==> config.mk <==
export PLATFORM = sky130hd
export DESIGN_NAME = gpio_edge_bank
export DESIGN_NICKNAME = d
export VERILOG_FILES = /design/src/rtl/gpio_bank_pkg.sv /design/src/rtl/gpio_in_sync.sv /design/src/rtl/gpio_ctrl_regs.sv /design/src/rtl/gpio_edge_status.sv /design/src/rtl/gpio_edge_bank.sv
export SDC_FILE = /design/constraint.sdc
export NUM_CORES = 1
export LEC_CHECK = 0
export ABC_AREA = 0
export BUFFER_PORTS_ARGS = -buffer_cell sky130_fd_sc_hd__buf_2
export CAP_MARGIN = 5
export CORE_MARGIN = 5
export CORE_UTILIZATION = 50
export CTS_CLUSTER_DIAMETER = 120
export CTS_CLUSTER_SIZE = 14
export DETAILED_ROUTE_END_ITERATION = 10
export PLACE_DENSITY_LB_ADDON = 0.05
export SLEW_MARGIN = 20
export SYNTH_ARGS = -nofsm -noshare
export SYNTH_HDL_FRONTEND = slang
export SYNTH_SLANG_ARGS = --single-unit
==> constraint.sdc <==
create_clock -name clk -period 1.9 [get_ports clk]
set_clock_uncertainty 0.05 [all_clocks]
set_input_delay 0.285 -clock clk [delete_from_list [all_inputs] [get_ports clk]]
set_output_delay 0.285 -clock clk [all_outputs]
set_load 0.1 [all_outputs]
==> src/rtl/gpio_bank_pkg.sv <==
package gpio_bank_pkg;

  localparam int unsigned BANK_ADDR_W = 3;

  typedef enum logic [BANK_ADDR_W-1:0] {
    SEL_LEVEL = 3'd0,
    SEL_DIR   = 3'd1,
    SEL_SET   = 3'd2,
    SEL_CLR   = 3'd3,
    SEL_RISE  = 3'd4,
    SEL_FALL  = 3'd5,
    SEL_STAT  = 3'd6,
    SEL_NONE  = 3'd7
  } bank_sel_e;

  localparam int unsigned BANK_NSEL = 2 ** BANK_ADDR_W;

endpackage

==> src/rtl/gpio_in_sync.sv <==
module gpio_in_sync #(
  parameter int unsigned W      = 32,
  parameter int unsigned STAGES = 2
) (
  input  logic         clk,
  input  logic         rst_n,
  input  logic [W-1:0] async_in,
  output logic [W-1:0] sync_out
);

  localparam int unsigned NST = (STAGES < 2) ? 2 : STAGES;

  logic [W-1:0] chain_q [NST];

  generate
    for (genvar s = 0; s < NST; s++) begin : g_stage
      logic [W-1:0] stage_d;
      if (s == 0) begin : g_first
        assign stage_d = async_in;
      end else begin : g_rest
        assign stage_d = chain_q[s-1];
      end
      always_ff @(posedge clk or negedge rst_n) begin
        if (!rst_n) chain_q[s] <= '0;
        else        chain_q[s] <= stage_d;
      end
    end
  endgenerate

  assign sync_out = chain_q[NST-1];

endmodule

==> src/rtl/gpio_ctrl_regs.sv <==
module gpio_ctrl_regs #(
  parameter int unsigned W = 32
) (
  input  logic         clk,
  input  logic         rst_n,
  input  logic         dir_we,
  input  logic         set_we,
  input  logic         clr_we,
  input  logic         rise_we,
  input  logic         fall_we,
  input  logic [W-1:0] wmask,
  output logic [W-1:0] dir_q,
  output logic [W-1:0] out_q,
  output logic [W-1:0] rise_q,
  output logic [W-1:0] fall_q
);

  logic [W-1:0] dir_d, out_d, rise_d, fall_d;
  logic         out_en;

  always_comb begin
    dir_d  = dir_we  ? wmask : dir_q;
    rise_d = rise_we ? wmask : rise_q;
    fall_d = fall_we ? wmask : fall_q;
    out_en = set_we | clr_we;
    out_d  = out_q;
    if (set_we) out_d = out_q | wmask;
    else if (clr_we) out_d = out_q & ~wmask;
  end

  always_ff @(posedge clk or negedge rst_n) begin
    if (!rst_n) begin
      dir_q  <= '0;
      out_q  <= '0;
      rise_q <= '0;
      fall_q <= '0;
    end else begin
      if (dir_we)  dir_q  <= dir_d;
      if (out_en)  out_q  <= out_d;
      if (rise_we) rise_q <= rise_d;
      if (fall_we) fall_q <= fall_d;
    end
  end

  AST_DIR_HOLD: assert property (@(posedge clk) disable iff (!rst_n)
    !dir_we |=> $stable(dir_q));
  AST_SET_DRIVES: assert property (@(posedge clk) disable iff (!rst_n)
    set_we |=> ((out_q & $past(wmask)) == $past(wmask)));
  AST_SET_KEEPS: assert property (@(posedge clk) disable iff (!rst_n)
    set_we |=> (((out_q ^ $past(out_q)) & ~$past(wmask)) == '0));
  AST_CLR_DRIVES: assert property (@(posedge clk) disable iff (!rst_n)
    clr_we |=> ((out_q & $past(wmask)) == '0));
  AST_CLR_KEEPS: assert property (@(posedge clk) disable iff (!rst_n)
    clr_we |=> (((out_q ^ $past(out_q)) & ~$past(wmask)) == '0));

endmodule

==> src/rtl/gpio_edge_status.sv <==
module gpio_edge_status #(
  parameter int unsigned W = 32
) (
  input  logic         clk,
  input  logic         rst_n,
  input  logic [W-1:0] level,
  input  logic [W-1:0] rise_en,
  input  logic [W-1:0] fall_en,
  input  logic         ack_we,
  input  logic [W-1:0] ack_mask,
  output logic [W-1:0] stat_q,
  output logic [W-1:0] hit
);

  logic [W-1:0] prev_q;
  logic [W-1:0] went_up, went_down;
  logic [W-1:0] ack_bits;
  logic [W-1:0] stat_d;
  logic         stat_en;

  always_comb begin
    went_up   = level & ~prev_q;
    went_down = ~level & prev_q;
    hit       = (went_up & rise_en) | (went_down & fall_en);
    ack_bits  = ack_we ? ack_mask : '0;
    // a fresh edge outranks a clear in the same cycle
    stat_d    = (stat_q & ~ack_bits) | hit;
    stat_en   = (|ack_bits) | (|hit);
  end

  always_ff @(posedge clk or negedge rst_n) begin
    if (!rst_n) begin
      prev_q <= '0;
      stat_q <= '0;
    end else begin
      prev_q <= level;
      if (stat_en) stat_q <= stat_d;
    end
  end

  AST_HIT_RECORDED: assert property (@(posedge clk) disable iff (!rst_n)
    rst_n |=> (($past(hit) & ~stat_q) == '0));
  AST_ONLY_ENABLED_SET: assert property (@(posedge clk) disable iff (!rst_n)
    rst_n |=> ((stat_q & ~$past(stat_q) & ~$past(rise_en | fall_en)) == '0));
  AST_ACK_CLEARS: assert property (@(posedge clk) disable iff (!rst_n)
    ack_we |=> (($past(stat_q & ack_mask & ~hit) & stat_q) == '0));

endmodule

==> src/rtl/gpio_edge_bank.sv <==
module gpio_edge_bank
  import gpio_bank_pkg::*;
#(
  parameter int unsigned PINS   = 32,
  parameter int unsigned DATA_W = 32
) (
  input  logic                   clk,
  input  logic                   rst_n,
  input  logic [BANK_ADDR_W-1:0] bus_addr,
  input  logic                   bus_we,
  input  logic [DATA_W-1:0]      bus_wdata,
  output logic [DATA_W-1:0]      bus_rdata,
  input  logic [PINS-1:0]        pad_in,
  output logic [PINS-1:0]        pad_out,
  output logic [PINS-1:0]        pad_oe,
  output logic                   irq
);

  localparam int unsigned SYNC_STAGES = 2;

  logic [BANK_NSEL-1:0] wr_stb;
  logic [PINS-1:0]      wmask;
  logic [PINS-1:0]      lvl_sync;
  logic [PINS-1:0]      dir_q, out_q, rise_q, fall_q;
  logic [PINS-1:0]      stat_q, hit;
  logic                 irq_d;

  always_comb begin
    wr_stb = '0;
    if (bus_we) wr_stb[bus_addr] = 1'b1;
    wmask = bus_wdata[PINS-1:0];
  end

  gpio_in_sync #(.W(PINS), .STAGES(SYNC_STAGES)) u_sync (
    .clk      (clk),
    .rst_n    (rst_n),
    .async_in (pad_in),
    .sync_out (lvl_sync)
  );

  gpio_ctrl_regs #(.W(PINS)) u_regs (
    .clk     (clk),
    .rst_n   (rst_n),
    .dir_we  (wr_stb[SEL_DIR]),
    .set_we  (wr_stb[SEL_SET]),
    .clr_we  (wr_stb[SEL_CLR]),
    .rise_we (wr_stb[SEL_RISE]),
    .fall_we (wr_stb[SEL_FALL]),
    .wmask   (wmask),
    .dir_q   (dir_q),
    .out_q   (out_q),
    .rise_q  (rise_q),
    .fall_q  (fall_q)
  );

  gpio_edge_status #(.W(PINS)) u_edge (
    .clk      (clk),
    .rst_n    (rst_n),
    .level    (lvl_sync),
    .rise_en  (rise_q),
    .fall_en  (fall_q),
    .ack_we   (wr_stb[SEL_STAT]),
    .ack_mask (wmask),
    .stat_q   (stat_q),
    .hit      (hit)
  );

  always_comb begin
    bus_rdata = '0;
    unique case (bank_sel_e'(bus_addr))
      SEL_LEVEL: bus_rdata[PINS-1:0] = lvl_sync;
      SEL_DIR:   bus_rdata[PINS-1:0] = dir_q;
      SEL_RISE:  bus_rdata[PINS-1:0] = rise_q;
      SEL_FALL:  bus_rdata[PINS-1:0] = fall_q;
      SEL_STAT:  bus_rdata[PINS-1:0] = stat_q;
      default:   bus_rdata = '0;
    endcase
  end

  assign irq_d = |stat_q;

  always_ff @(posedge clk or negedge rst_n) begin
    if (!rst_n) irq <= 1'b0;
    else        irq <= irq_d;
  end

  assign pad_out = out_q;
  assign pad_oe  = dir_q;

  AST_IRQ_RISES: assert property (@(posedge clk) disable iff (!rst_n)
    (stat_q != '0) |=> irq);
  AST_IRQ_FALLS: assert property (@(posedge clk) disable iff (!rst_n)
    (stat_q == '0) |=> !irq);
  AST_IDLE_NO_STAT: assert property (@(posedge clk) disable iff (!rst_n)
    ((rise_q | fall_q) == '0 && stat_q == '0) |=> (stat_q == '0));

endmodule

==> flow_summary_export.csv <==
group,metric,value,unit
pwr,peakVddDrop,0.854,mV
floorplanning,rows,52,
synth,netlist_instances,801,
run_status,status,"finished with violations",
worst_setup_path,cpMaxStageDelayCell,"dfrtp_2",
worst_setup_path,cp-start-kind,"register",
global_route,grt_max_degree,87,
clock_tree,htree_levels,1,
global_route,antenna_found_initial,0,
pwr,power_density,1230,nW/um2
worst_setup_path,cp_max_fo,2,
worst_setup_path,cp_cell_sequence,"mux2i_2 -> o2bb2ai_2 -> a221o_4 -> buf_12",
layout,n_antenna_cell,0,
timing,slew_headroom,63.6,%
hold_path,whs_endpoint,"u_regs.rise_q[1]",
global_route,grt-busiest-layer,"met2",
floorplanning,io_pins,167,
floorplanning,die_y,153,um
layout,multi_input_area,3450,um2
layout,fillers,1435,
worst_setup_path,cp.depth,4,
global_route,grt_overflow,0,
global_route,grt_pass1_vias,8065,
placement,gp_congestion,0.848,
layout,area_growth,36.1,%
timing,setup_ws,-0.131,ns
placement,io_buffers,166,
global_route,gr-usage-met2,39.5,%
worst_setup_path,crit_arrival,1.70,ns
worst_setup_path,r2r_cells,4,
floorplanning,fp.dieW,153,um
clock_tree,cts_sinks,257,
clock_tree,cts-root-buf,"clkbuf_16",
timing,setup_viol,32,
synth,synth_xor_area_share,0,%
synth,syn-num-nets,871,
global_route,grt_usage,23.1,%
worst_setup_path,slowest_delay,0.41,ns
worst_setup_path,critPathRequiredTime,1.56,ns
synth,synth_top_family_by_area,"multiplexers",
timing,rsz0062_at_grt,"yes",
worst_setup_path,reg2reg_from,"u_edge.stat_q[23]",
pwr,leakagePower,6.47,nW
routing,viasPerCell,5.44,
routing,final_antenna_net_count,0,
timing,worst_slew_pin_slew,0.541,ns
layout,seqCellArea,6470,um2
global_route,met3_usage,4.69,%
synth,synth_compound_gate_area_share,11.4,%
synth,post_synth_and_or_nand_nor_area_fraction,7.45,%
floorplanning,start_util,50.6,%
clock_tree,cts.clk_slew.worst_paths,0.07,ns
placement,dpl_worst_slack,-0.0265,ns
synth,synth_fa_ha_area_share,0,%
clock_tree,cts_buffers,22,
routing,via_count,7494,
flow_run,maxCapViolCount,0,
timing,period_minus_slack,2.03,ns
global_route,grt_pass1_wl,43.6,mm
timing,fin_tns_setup,-2.31,ns
synth,synth_seq_cells,257,
routing,drcViolationCount,0,
routing,routedWlPerCell,19.7,um
synth,ys_types,27,
layout,layout-drive-gt1-share,36.8,%
routing,routed_wl,27.1,mm
worst_setup_path,crit_type,"register to primary output",
placement,dp_cells,1234,
timing,finalMaxSlewViolations,0,
hold_path,hold_class,"input pin to register",
pwr,power.total,17.0,mW
worst_setup_path,rrSetupSlack,0.21,ns
synth,yosysSeqAreaShare,63.3,%
floorplanning,coreArea,20100,um2
routing,dr.pass1.iters,4,
layout,stdcell_count,1377,
routing,first_iter_violations,370,
run_status,violations,"negative setup slack",
timing,fmaxAchievable,0.492,GHz
worst_setup_path,crit_buf_inv,1,
placement,dpl.hpwl,18.2,mm
global_route,use_met1,30.3,%
synth,synthesis.area,10200,um2
synth,synth.avg_cell_area,12.7,um2
synth,synth_warnings,0,
clock_tree,cts_tree,"done",
clock_tree,clk_path_buf_depth,3,
worst_setup_path,r2r-end,"irq",
timing,hold_viol_final,0,
hold_path,hold-path-cell-count,2,
clock_tree,insertion_delay,0.50,ns
worst_setup_path,crit_family,"compound AO/OA/AOI/OAI gates",
layout,finalNetCount,1165,
worst_setup_path,crit_path_end_kind,"primary output",
floorplanning,dieArea,23300,um2
timing,whs,0.0116,ns
timing,fin_crit_sh,107,%
worst_setup_path,crit_start,"u_regs.dir_q[12]",
synth,synthMuxAreaShare,13.5,%
hold_path,hold_start,"bus_wdata[1]",
Yosys cell counts:
master	number	area (um2)
dfrtp_1	257	6430
nand2_1	96	360
o21ai_0	65	325
inv_1	64	240
mux2i_1	64	641
mux2_2	43	484
nand3b_1	32	240
o211ai_1	32	240
a221o_1	31	310
o2bb2ai_1	31	272
clkbuf_1	22	82.6
mux2_1	22	248
buf_2	13	65.1
nor4_1	8	50.1
buf_4	4	30.0
buf_6	3	33.8
and3b_1	2	17.5
nand4_1	2	12.5
nand4b_1	2	17.5
a22oi_1	1	7.51
and2_1	1	6.26
nand2b_1	1	6.26
nor2_1	1	3.75
nor3_1	1	5.00
nor3b_2	1	12.5
nor3b_4	1	18.8
or2_2	1	6.26
cell type report:
cell class | instances | share of cell area [%]
multi-input combinational | 438 | 24.9
clock inverter | 1 | 0.0814
clock buffer | 35 | 4.48
timing repair buffer | 312 | 19.6
inverter | 64 | 1.74
tap | 270 | 2.44
sequential | 257 | 46.8
kinds of logic (layout without fill, tap and decap cells):
group / Yosys count / count (layout)
mux: 129 / 129
flops: 257 / 257
buf+inv: 106 / 412
compound gates: 160 / 160
simple gates: 149 / 149
where the power goes:
group / switching, mW / internal, mW / leakage (nW)
registers: 0.586 / 6.30 / 2.94
clock network: 1.91 / 2.24 / 0.304
logic: 4.19 / 1.76 / 3.23
total: 6.69 / 10.3 / 6.47
how the worst max path moves through the flow:
stage / end / slack [ns]
4_1_cts: bus_rdata[12] / -0.17
5_1_grt: bus_rdata[6] / -0.19
3_3_place_gp: bus_rdata[12] / -0.02
2_1_floorplan: bus_rdata[19] / -0.09
6_report: bus_rdata[12] / -0.13
3_5_place_dp: bus_rdata[28] / -0.03
per-layer routing:
| layer | vias to the layer above | share of wire [%] |
|---|---|---|
| met1 | 3807 | 42 |
| met5 | - | 0 |
| li1 | 3408 | - |
| met3 | 48 | 5.4 |
| met2 | 231 | 50 |
| met4 | 0 | 2.2 |
through the flow:
step	util, %	cell area (um2)
floorplan	-	10300
global placement	61.0	12300
detailed placement	61.0	12300
CTS	68.2	13700
global route	68.8	13800
finish	68.8	13800
worst register-to-register path: cells and delay by family, from the launching register on:
family / cells / cell delay [ns]
buffers and inverters: 1 / 0.20
AND/OR/NAND/NOR: 3 / 0.90
flip-flops: 1 / 0.43
cells in the final DEF, fill, tap and decap left out, types with 12 or more instances in the layout:
| cell type | netlist | final |
|---|---|---|
| buf_2 | 13 | 133 |
| o211ai_1 | 32 | 32 |
| dlygate4sd3_1 | 0 | 47 |
| mux2i_1 | 64 | 63 |
| mux2_2 | 43 | 43 |
| clkbuf_1 | 22 | 12 |
| clkbuf_16 | 0 | 23 |
| buf_4 | 4 | 85 |
| buf_12 | 0 | 46 |
| dfrtp_1 | 257 | 225 |
| o21ai_0 | 65 | 64 |
| dfrtp_2 | 0 | 32 |
| inv_1 | 64 | 64 |
| nand3b_1 | 32 | 32 |
| mux2_1 | 22 | 22 |
| o2bb2ai_1 | 31 | 30 |
| nand2_1 | 96 | 96 |
| a221o_2 | 0 | 23 |
timing repair:
| item | CTS | global route |
|---|---|---|
| setup buffers | 44 | 16 |
| hold endpoints to repair | 226 | 0 |
| setup endpoints to repair | 32 | 32 |
| hold buffers | 47 | 0 |
| gates resized for setup | 1 | 2 |
Power figures use the tool's default switching activity.
